`config.mk`:
```
export PLATFORM = sky130hd
export DESIGN_NAME = pclk_gate_bank
export DESIGN_NICKNAME = d
export VERILOG_FILES = /design/src/rtl/pclk_gate_pkg.sv /design/src/rtl/pclk_addr_decode.sv /design/src/rtl/pclk_enable_bank.sv /design/src/rtl/pclk_read_mux.sv /design/src/rtl/pclk_gate_bank.sv
export SDC_FILE = /design/constraint.sdc
export NUM_CORES = 1
export LEC_CHECK = 0
export BUFFER_PORTS_ARGS = -buffer_cell sky130_fd_sc_hd__buf_2
export CELL_PAD_IN_SITES_DETAIL_PLACEMENT = 2
export CELL_PAD_IN_SITES_GLOBAL_PLACEMENT = 2
export CORE_MARGIN = 8
export CORE_UTILIZATION = 30
export CTS_CLUSTER_DIAMETER = 150
export DETAILED_ROUTE_END_ITERATION = 10
export PLACE_DENSITY_LB_ADDON = 0.1
export SLEW_MARGIN = 20
export SYNTH_ARGS = -nofsm -noshare
export SYNTH_HDL_FRONTEND = slang
export SYNTH_SLANG_ARGS = --single-unit
```
`constraint.sdc`:
```
create_clock -name clk -period 1.7 [get_ports clk]
set_input_delay 0.17 -clock clk [delete_from_list [all_inputs] [get_ports clk]]
set_output_delay 0.17 -clock clk [all_outputs]
set_load 0.005 [all_outputs]
```
`src/rtl/pclk_gate_pkg.sv`:
```
package pclk_gate_pkg;

    // Register selected by the low address bits inside one bank.
    typedef enum logic [1:0] {
        OP_SET  = 2'd0,
        OP_CLR  = 2'd1,
        OP_STAT = 2'd2,
        OP_NONE = 2'd3
    } reg_op_e;

    // Decoded bus access.
    typedef struct packed {
        logic    hit;
        reg_op_e op;
    } bus_dec_t;

    localparam int unsigned OFFSET_W = 2;

    function automatic reg_op_e op_from_offset(input logic [OFFSET_W-1:0] off);
        reg_op_e r;
        case (off)
            2'd0:    r = OP_SET;
            2'd1:    r = OP_CLR;
            2'd2:    r = OP_STAT;
            default: r = OP_NONE;
        endcase
        return r;
    endfunction

    // Mask of bits inside a bank that can actually be gated.
    function automatic logic [31:0] gate_mask(input int unsigned base_id,
                                              input int unsigned always_on);
        logic [31:0] m;
        for (int unsigned k = 0; k < 32; k++) begin
            m[k] = ((base_id + k) >= always_on);
        end
        return m;
    endfunction

endpackage

```
`src/rtl/pclk_addr_decode.sv`:
```
module pclk_addr_decode
    import pclk_gate_pkg::*;
#(
    parameter int unsigned ADDR_W    = 4,
    parameter int unsigned NUM_BANKS = 2
) (
    input  logic [ADDR_W-1:0]    addr_i,
    input  logic                 we_i,
    output logic [NUM_BANKS-1:0] set_o,
    output logic [NUM_BANKS-1:0] clr_o,
    output logic [NUM_BANKS-1:0] rd_o
);
    localparam int unsigned BANK_W = ADDR_W - OFFSET_W;

    bus_dec_t dec;

    always_comb begin
        dec.op  = op_from_offset(addr_i[OFFSET_W-1:0]);
        dec.hit = (32'(addr_i[ADDR_W-1:OFFSET_W]) < NUM_BANKS);
    end

    for (genvar b = 0; b < NUM_BANKS; b++) begin : g_bank_sel
        logic this_bank;
        assign this_bank = dec.hit && (addr_i[ADDR_W-1:OFFSET_W] == BANK_W'(b));
        assign set_o[b]  = this_bank && we_i && (dec.op == OP_SET);
        assign clr_o[b]  = this_bank && we_i && (dec.op == OP_CLR);
        assign rd_o[b]   = this_bank && (dec.op == OP_STAT);
    end

endmodule

```
`src/rtl/pclk_enable_bank.sv`:
```
module pclk_enable_bank
    import pclk_gate_pkg::*;
#(
    parameter int unsigned WORD_W    = 32,
    parameter int unsigned BASE_ID   = 0,
    parameter int unsigned ALWAYS_ON = 2
) (
    input  logic              clk,
    input  logic              rst,
    input  logic              set_i,
    input  logic              clr_i,
    input  logic [WORD_W-1:0] mask_i,
    output logic [WORD_W-1:0] en_o
);
    localparam logic [WORD_W-1:0] GATE_MASK = WORD_W'(gate_mask(BASE_ID, ALWAYS_ON));

    logic [WORD_W-1:0] eff_mask;
    assign eff_mask = mask_i & GATE_MASK;

    for (genvar k = 0; k < WORD_W; k++) begin : g_bit
        if (!GATE_MASK[k]) begin : g_fixed
            assign en_o[k] = 1'b1;
        end else begin : g_flop
            logic en_q;
            always_ff @(posedge clk) begin
                if (rst)                         en_q <= 1'b0;
                else if (set_i && eff_mask[k])   en_q <= 1'b1;
                else if (clr_i && eff_mask[k])   en_q <= 1'b0;
            end
            assign en_o[k] = en_q;
        end
    end

    // masked bits are on after a set
    a_r1_set_takes: assert property (@(posedge clk) disable iff (rst)
        set_i |=> ((en_o & $past(mask_i)) == $past(mask_i)));

    // gateable masked bits are off after a clear
    a_r2_clr_takes: assert property (@(posedge clk) disable iff (rst)
        clr_i |=> ((en_o & $past(mask_i) & GATE_MASK) == '0));

    // zero bits keep their state
    a_r3_zero_bits_hold: assert property (@(posedge clk) disable iff (rst)
        (set_i || clr_i) |=> ((en_o & ~$past(mask_i)) == ($past(en_o) & ~$past(mask_i))));

    // no change without a strobe
    a_r9_idle_stable: assert property (@(posedge clk) disable iff (rst)
        !(set_i || clr_i) |=> $stable(en_o));

    // only fixed bits are on after reset
    a_r7_reset_state: assert property (@(posedge clk)
        rst |=> (en_o == ~GATE_MASK));

endmodule

```
`src/rtl/pclk_read_mux.sv`:
```
module pclk_read_mux #(
    parameter int unsigned WORD_W    = 32,
    parameter int unsigned NUM_BANKS = 2
) (
    input  logic [NUM_BANKS-1:0]        rd_i,
    input  logic [NUM_BANKS*WORD_W-1:0] state_i,
    output logic [WORD_W-1:0]           rdata_o
);
    always_comb begin
        rdata_o = '0;
        for (int b = 0; b < NUM_BANKS; b++) begin
            rdata_o = rdata_o | (state_i[b*WORD_W +: WORD_W] & {WORD_W{rd_i[b]}});
        end
    end
endmodule

```
`src/rtl/pclk_gate_bank.sv`:
```
module pclk_gate_bank
    import pclk_gate_pkg::*;
#(
    parameter int unsigned NUM_PERIPH = 64,
    parameter int unsigned WORD_W     = 32,
    parameter int unsigned ADDR_W     = 4,
    parameter int unsigned ALWAYS_ON  = 2
) (
    input  logic                  clk,
    input  logic                  rst,
    input  logic [ADDR_W-1:0]     bus_addr,
    input  logic [WORD_W-1:0]     bus_wdata,
    input  logic                  bus_we,
    output logic [WORD_W-1:0]     bus_rdata,
    output logic [NUM_PERIPH-1:0] clk_en_o
);
    localparam int unsigned NUM_BANKS = (NUM_PERIPH + WORD_W - 1) / WORD_W;
    localparam int unsigned FLAT_W    = NUM_BANKS * WORD_W;
    localparam int unsigned BANK_W    = ADDR_W - OFFSET_W;

    logic [NUM_BANKS-1:0] set_v, clr_v, rd_v;
    logic [FLAT_W-1:0]    state_flat;

    pclk_addr_decode #(.ADDR_W(ADDR_W), .NUM_BANKS(NUM_BANKS)) u_dec (
        .addr_i (bus_addr),
        .we_i   (bus_we),
        .set_o  (set_v),
        .clr_o  (clr_v),
        .rd_o   (rd_v)
    );

    for (genvar b = 0; b < NUM_BANKS; b++) begin : g_bank
        pclk_enable_bank #(
            .WORD_W    (WORD_W),
            .BASE_ID   (b * WORD_W),
            .ALWAYS_ON (ALWAYS_ON)
        ) u_bank (
            .clk    (clk),
            .rst    (rst),
            .set_i  (set_v[b]),
            .clr_i  (clr_v[b]),
            .mask_i (bus_wdata),
            .en_o   (state_flat[b*WORD_W +: WORD_W])
        );

        // status read of this bank mirrors its enable lines
        a_r4_status_mirror: assert property (@(posedge clk) disable iff (rst)
            (bus_addr == {BANK_W'(b), 2'd2}) |-> (bus_rdata == state_flat[b*WORD_W +: WORD_W]));
    end

    pclk_read_mux #(.WORD_W(WORD_W), .NUM_BANKS(NUM_BANKS)) u_rd (
        .rd_i    (rd_v),
        .state_i (state_flat),
        .rdata_o (bus_rdata)
    );

    assign clk_en_o = state_flat[NUM_PERIPH-1:0];

    // a write targets at most one register
    a_r5_single_target: assert property (@(posedge clk) disable iff (rst)
        $onehot0({set_v, clr_v}));

    // non-status addresses read as zero
    a_r8_wo_reads_zero: assert property (@(posedge clk) disable iff (rst)
        (bus_addr[OFFSET_W-1:0] != 2'd2) |-> (bus_rdata == '0));

    // writes to status or unmapped space leave outputs alone
    a_r8_ignored_write: assert property (@(posedge clk) disable iff (rst)
        (bus_we && (bus_addr[OFFSET_W-1:0] >= 2'd2)) |=> $stable(clk_en_o));

endmodule

```
# [Yosys cells after proc, flatten, opt, wreduce, memory -nomap -nowiden]
# Cells that the tools add are included.
[classes] addsub=0 multipliers=0 div_mod_pow=0 magnitude_cmp=1 n_eq_ne=5 shift=0 n_mux=125 bitwise_logic=3 n_reduce_logical=199
[op_table] operator="$logic_and 1x1->1" n=134
[op_table] operator="$mux 1" n=124
[op_table] operator="$reduce_bool 2->1" n=62
[op_table] operator="$and 32x32->32" n=2
[op_table] operator="$or 32x32->32" n=1
[op_table] operator="$eq 2x1->1 const B" n=3
[op_table] operator="$logic_not 2->1" n=3
[op_table] operator="$pmux 2 s3" n=1
[op_table] operator="$eq 2x2->1 const B" n=2
[op_table] operator="$lt 2x2->1 const B" n=1
[word_totals] reg_bits=62 latchBits=0 mem_bits_rw=0 romBits=0 inputBits=39 output_inout_bits=96 mem_count=0

# [Longest topological paths before layout]
# Gate-level depths: netlist of the first run.
[logic_depth] word_depth=7 ltp_mapped=5

# [Hierarchy]
# From an unflattened synthesis of the first run, not the netlist that was laid out.
[hier_totals] hier_cells=378 area_unflattened_um2=3450.8
[by_module_without_submodules] module="pclk_enable_bank at g_bank[1].u_bank" instances=1 cells_per_inst=169 area_per_inst_um2=1557.7 seq_area_each_um2=640.6
[by_module_without_submodules] module="pclk_enable_bank at g_bank[0].u_bank" instances=1 cells_per_inst=162 area_per_inst_um2=1478.9 seq_area_each_um2=600.6
[by_module_without_submodules] module="pclk_read_mux" instances=1 cells_per_inst=38 area_per_inst_um2=350.3 seq_area_each_um2=0.0
[by_module_without_submodules] module="pclk_addr_decode" instances=1 cells_per_inst=9 area_per_inst_um2=63.8 seq_area_each_um2=0.0

# [Least setup slack after synthesis of the first run]
# OpenSTA, ideal clock, no wires.
[synth_timing] kind="input to output" from="in bus_addr[0]" to="out bus_rdata[20]" arrival_time_ps=1033 required_time_ps=1530 setup_slack_ps=497 path_stages=3 path_cell_list="nor4b_2 clkbuf_1 a22o_1"
[synth_between] elab_chain_cells=6 elab_cells_between_ends=10
[synth_rtl] element="from (decl)" line="pclk_gate_bank.sv:11" source="input logic [ADDR_W-1:0] bus_addr,"
[synth_rtl] element="$eq 2x2->1, or another cell as far along" line="pclk_gate_pkg.sv:21" source="case (off)"
[synth_rtl] element="$pmux 2 s3 (*)" line="pclk_gate_pkg.sv:21"
[synth_rtl] element="$eq 2x2->1 (*)" line="pclk_addr_decode.sv:27" source="assign rd_o[b] = this_bank && (dec.op == OP_STAT);"
[synth_rtl] element="$logic_and 1x1->1" line="pclk_addr_decode.sv:27"
[synth_rtl] element="$and 32x32->32" line="pclk_read_mux.sv:12" source="rdata_o = rdata_o | (state_i[b*WORD_W +: WORD_W] & {WORD_W{rd_i[b]}});"
[synth_rtl] element="$or 32x32->32 (*)" line="pclk_read_mux.sv:12"
[synth_rtl] element="to (decl)" line="pclk_gate_bank.sv:14" source="output logic [WORD_W-1:0] bus_rdata,"
# Every way passes the cells marked *; elsewhere a longest branch is shown, timed or not.

# [Worst setup path after layout of the first run]
[layout_timing] from="in bus_addr[0]" to="out bus_rdata[12]"
# Same word-level chain as after synthesis.

==> qor.tcl, run 1 <==
set qor(run_status) {finished, final reports clean}
set qor(num_vias) 2865
set qor(route.final.wire_length_um) 10900
set qor(timing.critical_path.from_type) {primary input}
set qor(p_leak_nw) 1.64
set qor(total_count_of_max_transition_violations_in_the_final_report) 0
set qor(start_util_pct) 30.4
set qor(fraction_of_layout_cells_with_a_size_suffix_above_1_pct) 41.5
set qor(maxCapViolations) 0
set qor(ir_worst_vdd_mv) 0.322
set qor(drt_iter0_markers) 175
set qor(pnr_worst_setup_slack_ns) 0.245
set qor(post_synth.cell_area_avg_um2) 9.99
set qor(synth_largest_area_cell) {dfxtp_1}
set qor(critical_path.endpoint_type) {output port}
set qor(place_ws_ns) 0.160
set qor(critical_path.max_stage_delay_ns) 0.32
set qor(dieHeight_um) 120
set qor(die-area_um2) 14400
set qor(register_ranked_first_by_flip_flop_count) {g_bank.u_bank.g_bit.g_flop.en_q}
set qor(number_of_antenna_violations_at_the_first_check_in_global_routing) 0
set qor(grt-busiest-layer) {met2}
set qor(cp_slowest_cell) {buf_4}
set qor(synth_area_um2) 3250
set qor(netlist_top_cells_count) {buf_4 (70), a32o_1 (62), dfxtp_1 (62)}
set qor(cts_root_buf) {clkbuf_8}
set qor(placement.cell_area_um2) 3570
set qor(max_clock_freq_ghz) 0.687
set qor(postRouteAntennaNets) 0
set qor(cell_mode_on_critical_path) {buf_2}
set qor(timing.final.setup_violations) 0
set qor(crit_path_cell_trace) {buf_2, nor2_1, and3_1, buf_4, a22o_1, buf_2}
set qor(reg_top3) {g_bank.u_bank.g_bit.g_flop.en_q: 62 flops}
set qor(timing.critical_path.required_ns) 1.53
set qor(timing.setup.critical_path_class) {primary input to output port}
set qor(synth.ff_latch_count) 62
set qor(wl_per_cell_um) 20.7
set qor(max-clock-path-buffers) 2
set qor(grt.met1_usage_pct) 19.3
set qor(setup_repair_after_global_routing_missed_its_margin) {no}
set qor(dp_hpwl_um) 7310
set qor(worst_slew_pin_slew_ns) 0.922
set qor(gr-total-overflow) 0
set qor(clock-skew-final_ns) 0
set qor(report.final.hold_viol_count) 0
set qor(worstHoldPathType) {primary input to register}
set qor(yosysUniqueCellTypes) 18
set qor(num_rows) 38
set qor(numPortBuffers) 132
set qor(fin_nets) 420
set qor(grt_first_pass_wirelength_um) 17500
set qor(grt.met3_usage_pct) 4.93
set qor(layout_min_cycle_time_ns) 1.46
set qor(clkSinkCount) 62
set qor(critical_path_buf_inv_count) 3
set qor(synth_enable_flop_cells) 0
set qor(fin_tns_setup_ns) 0
set qor(setup_repair_bufs_after_cts) 0
set qor(cp_max_fo) 22
set qor(worstPathArrival_ns) 1.29
set qor(timing.critical_path.max_delay_family) {buffers and inverters}
set qor(netlist_top_cells_area) {dfxtp_1 (38%), a32o_1 (19%), buf_4 (16%), a22o_1 (8.1%), nand3b_1 (6.9%)}
set qor(final_cell_area_um2) 3750
set qor(insertion_delay_ns) 0.33
set qor(netlist_instances) 325
set qor(post_drt_via_cell_ratio) 5.45
set qor(gr_util_all_layers_pct) 15.0
set qor(io-pin-count) 135
set qor(share_of_flip_flops_with_an_asynchronous_set_or_reset_pct) 0
set qor(timing.max_slew.rel_slack_pct) 38.5
set qor(core_area_um2) 10700
set qor(area_delta_synth_final_pct) 15.6
set qor(yosys_most_used_dff) {dfxtp_1}
set qor(yosys.cell_count.top_type) {buf_4}
set qor(die_width_um) 120
set qor(cts-resized-gates) 0
set qor(synth_top_cell_area_share_pct) 38.2
set qor(antenna-diode-count) 0
set qor(largest_net_degree_at_the_start_of_global_routing) 63
set qor(power.density_nw_per_um2) 796
set qor(use_met2_pct) 23.3
set qor(grt_pass1_vias) 3080
set qor(synth_sequential_area_ratio_pct) 38.2
set qor(ys_warnings) 0
set qor(gp_congestion) 0.697
set qor(cts-hold-fix-buffers) 0
set qor(cts.htree.levels) 3
set qor(largest_register_ffs) 62
set qor(reg2reg_setup_slack_ns) 1.02
set qor(cts-buffers-inserted) 9
set qor(path_clk_slew_ns) 0.07
set qor(period_share_pct) 85.6
set qor(cts_tree) {built}
set qor(1st_pass_router_iterations) 4
set qor(residual_drc_count) 0
-- cell families (layout without fill, tap and decap cells) --
logic type | Yosys count | count (layout) | synth area share [%]
simple gates | 70 | 70 | 14.1
compound gates | 94 | 94 | 27.7
buf+inv | 98 | 158 | 19.9
other cells | 1 | 2 | 0.115
flops | 62 | 62 | 38.2
-- report_power, final --
part	switching [W]	internal (W)	total, W
clock network	0.000583	0.000668	0.00125
logic	0.000157	0.0000943	0.000251
registers	0.0000155	0.00147	0.00149
total	0.000756	0.00223	0.00299
-- per-stage QoR --
stage	total power [W]	hold WS (ns)	std cells	utilization [%]
4_1_cts	0.00305	0.0464	526	35.1
2_1_floorplan	0.00165	0.296	326	-
3_5_place_dp	0.00177	0.408	510	33.4
3_3_place_gp	0.00176	0.394	510	33.4
5_1_grt	0.00313	0.0512	526	35.1
6_report	0.00299	0.0634	526	35.1
-- layout make-up --
class	instances	area (µm²)
Clock buffer	11	131
Clock inverter	5	50.0
Fill cell	1217	6940
Inverter	1	5.00
Multi-Input combinational cell	166	1390
Sequential cell	62	1240
Tap cell	140	175
Timing Repair Buffer	141	766
-- routing by layer --
| layer | vias up | share of wire (%) |
|---|---|---|
| li1 | 1315 | - |
| met1 | 1447 | 46 |
| met2 | 95 | 46 |
| met3 | 8 | 7.2 |
| met4 | 0 | 1.0 |
| met5 | - | 0 |
-- worst paths after layout --
check	start	end	cells after the start
max	bus_addr[0]	bus_rdata[12]	6
min	bus_wdata[0]	g_bank[1].u_bank.g_bit[0].g_flop.en_q$_SDFFE_PP0P_	2
max reg2reg	g_bank[1].u_bank.g_bit[3].g_flop.en_q$_SDFFE_PP0P_	g_bank[1].u_bank.g_bit[3].g_flop.en_q$_SDFFE_PP0P_	1
min reg2reg	g_bank[1].u_bank.g_bit[17].g_flop.en_q$_SDFFE_PP0P_	g_bank[1].u_bank.g_bit[17].g_flop.en_q$_SDFFE_PP0P_	1
-- placed cells by master, fill, tap and decap left out, drive strengths merged --
master / instances
nand2b: 2
clkinv: 5
dfxtp: 62
nor2: 1
a21o: 2
nor4: 1
a32o: 62
buf: 141
nand3: 32
a22o: 30
conb: 2
clkbuf: 11
and4bb: 1
and3: 1
nand3b: 30
bufinv: 1
nor4b: 2
Power figures use the tool's default switching activity.
==> inputs of run 2 (changes only) <==
- ABC_AREA: unset -> 1
- CORE_UTILIZATION: 30 -> 28
==> run 2 against run 1 <==
Net effect: fmax is 18% higher; combinational power is 58% higher; hold slack better by 0.068 ns; sequential power hardly changed; critical path depth is 1 higher; clock power is 51% higher; register-to-register slack hardly changed; worst setup slack better by 0.22 ns; wire length is 28% higher.
==> qor.tcl, run 2 <==
set qor(run_status) {finished, final reports clean}
set qor(gr-total-overflow) 0
set qor(post_synth.cell_area_avg_um2) 6.99
set qor(synth_adder_area_share_pct) 0
set qor(fin_tns_setup_ns) 0
set qor(power.density_nw_per_um2) 863
set qor(insertion_delay_ns) 0.33
set qor(gp_congestion) 0.715
set qor(share_of_synthesized_cell_area_in_and_or_nand_and_nor_gates_pct) 38.1
set qor(cp_slowest_cell) {buf_4}
set qor(cts-resized-gates) 0
set qor(worstPathArrival_ns) 1.06
set qor(cts-hold-fix-buffers) 0
set qor(critical_path.endpoint_type) {output port}
set qor(number_of_antenna_violations_at_the_first_check_in_global_routing) 1
set qor(largest_net_degree_at_the_start_of_global_routing) 93
set qor(worstHoldPathType) {primary input to register}
set qor(netSwitchingPower_w) 0.000978
set qor(total_count_of_max_transition_violations_in_the_final_report) 0
set qor(yosysUniqueCellTypes) 16
set qor(period_share_pct) 72.5
set qor(dieHeight_um) 131
set qor(power_report.internal_total_w) 0.00280
set qor(area_delta_synth_final_pct) 17.5
set qor(synth_sequential_area_ratio_pct) 33.4
set qor(cell_mode_on_critical_path) {buf_2}
set qor(largest_register_ffs) 62
set qor(max_clock_freq_ghz) 0.812
set qor(ir_worst_vdd_mv) 0.375
set qor(num_rows) 42
set qor(crit_path_cell_trace) {buf_2, inv_2, nor2_4, buf_4, nand3_1, nand2_1, buf_2}
set qor(die_width_um) 131
set qor(gr_util_all_layers_pct) 16.1
set qor(clock-skew-final_ns) 0
set qor(max-clock-path-buffers) 2
set qor(mostFrequentLayoutCells) {buf_2 (132), nand2_1 (128), nand4_1 (92), nand3_1 (63)}
set qor(grt_first_pass_wirelength_um) 23100
set qor(dp_hpwl_um) 9190
set qor(netlist_top_cells_count) {nand2_1 (128), nand4_1 (92), buf_4 (64)}
set qor(switching_share_of_power_pct) 25.9
set qor(share_of_the_synthesized_area_in_compound_gates_ao_oa_aoi_oai_pct) 8.34
set qor(wl_per_cell_um) 18.4
set qor(register_area_um2) 1240
set qor(route.final.wire_length_um) 13900
set qor(yosys.cell_count.top_type) {nand2_1}
set qor(timing.setup.critical_path_class) {primary input to output port}
set qor(timing.final.setup_violations) 0
set qor(timing.critical_path.required_ns) 1.53
set qor(synth_enable_flop_cells) 0
set qor(register_ranked_first_by_flip_flop_count) {g_bank.u_bank.g_bit.g_flop.en_q}
set qor(final_common_cell) {buf_2}
set qor(layout_min_cycle_time_ns) 1.23
set qor(maxCapViolations) 0
set qor(io-pin-count) 135
set qor(post-route-util_pct) 33.3
set qor(cts.htree.levels) 3
set qor(netlist_top_cells_area) {dfxtp_1 (33%), nand4_1 (15%), buf_4 (13%), nand2_1 (13%), nand3_1 (8.5%)}
set qor(core_area_um2) 13100
set qor(ys_warnings) 0
set qor(multi_input_comb_area_um2) 1750
set qor(clkSinkCount) 62
set qor(timing.critical_path.from_type) {primary input}
set qor(post_synth_xor_area_fraction_pct) 0
set qor(pnr_worst_setup_slack_ns) 0.468
set qor(synth.ff_latch_count) 62
set qor(power.clock.fraction_pct) 50.0
set qor(cts_root_buf) {clkbuf_16}
set qor(fin_nets) 614
set qor(yosys_most_used_dff) {dfxtp_1}
set qor(share_of_flip_flops_with_an_asynchronous_set_or_reset_pct) 0
set qor(power.share.sequential_pct) 39.4
set qor(drt_iter0_markers) 185
set qor(synth_area_um2) 3720
set qor(numPortBuffers) 132
set qor(cts-buffers-inserted) 9
set qor(reg_top3) {g_bank.u_bank.g_bit.g_flop.en_q: 62 flops}
set qor(synth_top_family_by_area) {simple AND/OR/NAND/NOR gates}
set qor(final.fill_count) 1592
set qor(grt_pass1_vias) 4310
set qor(residual_drc_count) 0
set qor(critical_path.max_stage_delay_ns) 0.28
set qor(placement.cell_area_um2) 4070
set qor(cts_tree) {built}
set qor(power.total_w) 0.00377
set qor(combinationalPowerShare_pct) 10.5
set qor(num_vias) 3944
set qor(synth_top_cell_area_share_pct) 33.4
set qor(die-area_um2) 17200
set qor(place_ws_ns) 0.420
set qor(synth_largest_area_cell) {dfxtp_1}
set qor(report.final.hold_viol_count) 0
set qor(post_synth_mux_area_share_pct) 0
set qor(netlist_instances) 532
set qor(final_cell_area_um2) 4370
set qor(cp_max_fo) 24
set qor(postRouteAntennaNets) 0
set qor(p_leak_nw) 1.86
set qor(post_drt_via_cell_ratio) 5.21
set qor(start_util_pct) 28.3
set qor(setup_repair_bufs_after_cts) 0
set qor(1st_pass_router_iterations) 4
set qor(setup_repair_after_global_routing_missed_its_margin) {no}
set qor(path_clk_slew_ns) 0.05
set qor(fraction_of_layout_cells_with_a_size_suffix_above_1_pct) 29.1
-- run 2: cell count changes in the layout (fill, tap and decap cells not counted), sizes merged, moves of 4 or more --
cell    before  now
a32o        62    0
nand4        0   92
buf        141  145
nand2        0  128
nand3       32   63
inv          0    4
nor2         1    6
a21oi        0   62
a22o        30    0
nand3b      30    0
-- run 2: per-stage QoR --
step,hold WS [ns],instances
finish,0.131,757
global route,0.148,756
CTS,0.119,756
detailed placement,0.475,740
global placement,0.454,740
floorplan,0.341,533
-- run 2: layer usage --
layer | track usage (%) | vias to the layer above | part of all wire (%) | routed length, µm
met5 | 0 | - | 0.093 | 13
met1 | 19.3 | 1965 | 45 | 6350
met4 | 3.70 | 2 | 0.86 | 120
met2 | 27.5 | 80 | 49 | 6800
li1 | - | 1884 | - | -
met3 | 4.92 | 13 | 4.8 | 672
-- run 2: cell type report --
class / instances / share of cell area, %
diodes: 1 / 0.0572
inverters: 4 / 0.343
flip-flops and latches: 62 / 28.4
clock inverters: 4 / 1.03
repair buffers: 145 / 19.3
well taps: 176 / 5.04
multi-input cells: 353 / 39.9
clock buffers: 12 / 5.87
-- run 2: cells by family (layout without fill, tap and decap cells) --
kind of cell           after synthesis  in the layout
AO/OA/AOI/OAI                       62             62
AND/OR/NAND/NOR                    289            289
buffers and inverters              118            165
other                                1              3
flip-flops                          62             62
-- run 2: path summary, 6_finish.rpt --
kind	start	to	slack, ns	depth (start not counted)
setup reg to reg	g_bank[0].u_bank.g_bit[20].g_flop.en_q$_SDFFE_PP0P_	g_bank[0].u_bank.g_bit[20].g_flop.en_q$_SDFFE_PP0P_	1.02	2
hold reg to reg	g_bank[1].u_bank.g_bit[24].g_flop.en_q$_SDFFE_PP0P_	g_bank[1].u_bank.g_bit[24].g_flop.en_q$_SDFFE_PP0P_	0.48	2
setup / recovery	bus_addr[2]	bus_rdata[19]	0.47	7
hold / removal	bus_wdata[0]	g_bank[1].u_bank.g_bit[0].g_flop.en_q$_SDFFE_PP0P_	0.13	4
-- run 2: worst max-delay path: cells and delay by family --
kind                   cells  cell delay [ns]
and+or+nand+nor            3             0.31
buffers and inverters      4             0.57
-- run 2: power groups by stage --
| stage | Combinational, W | Clock (W) | Sequential, W |
|---|---|---|---|
| after global routing | 0.000439 | 0.00200 | 0.00149 |
| after detailed placement | 0.000404 | 0 | 0.00152 |
| after floorplan | 0.000236 | 0 | 0.00151 |
| final | 0.000397 | 0.00189 | 0.00149 |
| after global placement | 0.000394 | 0 | 0.00152 |
| after CTS | 0.000407 | 0.00195 | 0.00149 |
==> inputs of run 3 (changes only) <==
- CORE_UTILIZATION: 28 -> 26
- clock period: 1.7 -> 1.15 ns (I/O delays scaled with it)
==> run 3 against run 2 <==
Net effect: critical path depth is 4 lower; non-clock buffer count up 19; highest routed layer is now met4; die area rose by 6.7%.
==> qor.tcl, run 3 (synthesis gave the netlist of run 2 again) <==
set qor(run_status) {finished, final reports clean}
set qor(grt_first_pass_wirelength_um) 23200
set qor(post-route-util_pct) 34.8
set qor(post_drt_via_cell_ratio) 5.21
set qor(critical_path.max_stage_delay_ns) 0.39
set qor(gp_congestion) 0.714
set qor(cts.htree.levels) 3
set qor(register_ranked_first_by_flip_flop_count) {g_bank.u_bank.g_bit.g_flop.en_q}
set qor(residual_drc_count) 0
set qor(cts-buffers-inserted) 9
set qor(path_clk_slew_ns) 0.05
set qor(power.share.sequential_pct) 37.0
set qor(num_vias) 4060
set qor(insertion_delay_ns) 0.34
set qor(worstHoldPathType) {primary input to register}
set qor(final_common_cell) {buf_2}
set qor(num_rows) 43
set qor(mostFrequentLayoutCells) {buf_2 (131), nand2_1 (128), nand4_1 (92), a21oi_1 (62), nand3_1 (55)}
set qor(number_of_antenna_violations_at_the_first_check_in_global_routing) 0
set qor(switching_share_of_power_pct) 25.8
set qor(maxCapViolations) 0
set qor(combinationalPowerShare_pct) 13.2
set qor(die_width_um) 136
set qor(postRouteAntennaNets) 0
set qor(die-area_um2) 18400
set qor(netSwitchingPower_w) 0.00154
set qor(report.final.hold_viol_count) 0
set qor(start_util_pct) 26.7
set qor(total_count_of_max_transition_violations_in_the_final_report) 0
set qor(gr_util_all_layers_pct) 15.6
set qor(layout_min_cycle_time_ns) 1.13
set qor(whs_path_depth) 4
set qor(placed_cells_incl_taps) 747
set qor(gr-total-overflow) 0
set qor(power.density_nw_per_um2) 1230
set qor(numPortBuffers) 132
set qor(dp_hpwl_um) 9520
set qor(r2r_cells) 2
set qor(max_clock_freq_ghz) 0.887
set qor(largest_net_degree_at_the_start_of_global_routing) 93
set qor(timing.final.setup_violations) 0
set qor(crit_path_cell_trace) {nand3_1, nand2_1, buf_2}
set qor(ir_worst_vdd_mv) 0.536
set qor(register_area_um2) 1270
set qor(finish.cell_count_without_fillers) 779
set qor(worstPathArrival_ns) 1.01
set qor(power_report.internal_total_w) 0.00443
set qor(clock-skew-final_ns) 0
set qor(power.total_w) 0.00596
set qor(cp_max_fo) 3
set qor(timing.critical_path.max_delay_family) {flip-flops}
set qor(hold_ws_ns) 0.0693
set qor(fraction_of_layout_cells_with_a_size_suffix_above_1_pct) 36.2
set qor(clkSinkCount) 62
set qor(timing.critical_path.from_type) {register}
set qor(multi_input_comb_area_um2) 1790
set qor(antenna-diode-count) 0
set qor(grt_pass1_vias) 4258
set qor(cts-hold-fix-buffers) 0
set qor(cts_tree) {built}
set qor(crit_cells) 3
set qor(fin_nets) 633
set qor(final.fill_count) 1652
set qor(core_area_um2) 13900
set qor(cts_root_buf) {clkbuf_16}
set qor(route.final.wire_length_um) 16300
set qor(largest_register_ffs) 62
set qor(area_delta_synth_final_pct) 30.3
set qor(1st_pass_router_iterations) 4
set qor(io-pin-count) 135
set qor(critical_path.endpoint_type) {output port}
set qor(reg_top3) {g_bank.u_bank.g_bit.g_flop.en_q: 62 flops}
set qor(critical_path_buf_inv_count) 1
set qor(period_share_pct) 98.1
set qor(timing.setup.critical_path_class) {register to output port}
set qor(p_leak_nw) 2.05
set qor(fin_tns_setup_ns) 0
set qor(timing.critical_path.required_ns) 1.03
set qor(cp_slowest_cell) {dfxtp_1}
set qor(power.clock.fraction_pct) 49.8
set qor(max-clock-path-buffers) 2
set qor(drt_iter0_markers) 229
set qor(wl_per_cell_um) 21.0
set qor(dieHeight_um) 136
## run 3: cell count changes in the layout (fill, tap and decap cells not counted), sizes merged
cell	previous run	this run
buf	145	155
diode	1	0
clkbuf	12	21
clkinv	3	2
bufinv	1	2
## run 3: final timing paths
kind	from	endpoint	slack, ns
setup / recovery	g_bank[0].u_bank.g_bit[26].g_flop.en_q$_SDFFE_PP0P_	bus_rdata[26]	0.02
hold / removal	bus_wdata[0]	g_bank[1].u_bank.g_bit[0].g_flop.en_q$_SDFFE_PP0P_	0.07
setup reg to reg	g_bank[0].u_bank.g_bit[26].g_flop.en_q$_SDFFE_PP0P_	g_bank[0].u_bank.g_bit[26].g_flop.en_q$_SDFFE_PP0P_	0.45
hold reg to reg	g_bank[1].u_bank.g_bit[24].g_flop.en_q$_SDFFE_PP0P_	g_bank[1].u_bank.g_bit[24].g_flop.en_q$_SDFFE_PP0P_	0.48
## run 3: per-stage QoR
step	cell area, µm²	setup slack [ns]
after floorplan	3720	0.264
after global placement	4130	0.0329
after detailed placement	4130	-0.0216
after CTS	4460	0.00324
after global routing	4850	-0.0144
final	4850	0.0222
## run 3: repair_timing
item                       4_1_cts  5_1_grt
pin swaps                        0       11
resized for setup                2       41
setup endpoints to repair        2       29
buffers inserted                 0        5
gates cloned                     0       11
## run 3: cell type report
cell class | instances | share of cell area, %
well taps | 180 | 4.65
repair buffers | 164 | 25.4
multi-input cells | 353 | 36.9
clock buffers | 12 | 5.08
flip-flops and latches | 62 | 26.2
clock inverters | 4 | 1.45
inverters | 4 | 0.361
## run 3: worst reg2reg max path: cells and delay by family (launching register included)
family / cells / cell delay, ns
DFF: 1 / 0.39
AOI/OAI and AO/OA: 1 / 0.14
and+or+nand+nor: 1 / 0.10
## run 3: power groups by stage
| stage | logic (W) | clock network, W | registers [W] |
|---|---|---|---|
| 2_1_floorplan | 0.000349 | 0 | 0.00224 |
| 3_3_place_gp | 0.000610 | 0 | 0.00225 |
| 3_5_place_dp | 0.000629 | 0 | 0.00225 |
| 4_1_cts | 0.000633 | 0.00304 | 0.00220 |
| 5_1_grt | 0.000846 | 0.00314 | 0.00221 |
| 6_report | 0.000789 | 0.00297 | 0.00220 |
## run 3: metal layers
metal | wire length (µm) | track usage, %
met5 | 0 | 0
met3 | 827 | 4.04
met2 | 7700 | 25.9
met4 | 112 | 4.13
met1 | 7690 | 19.4
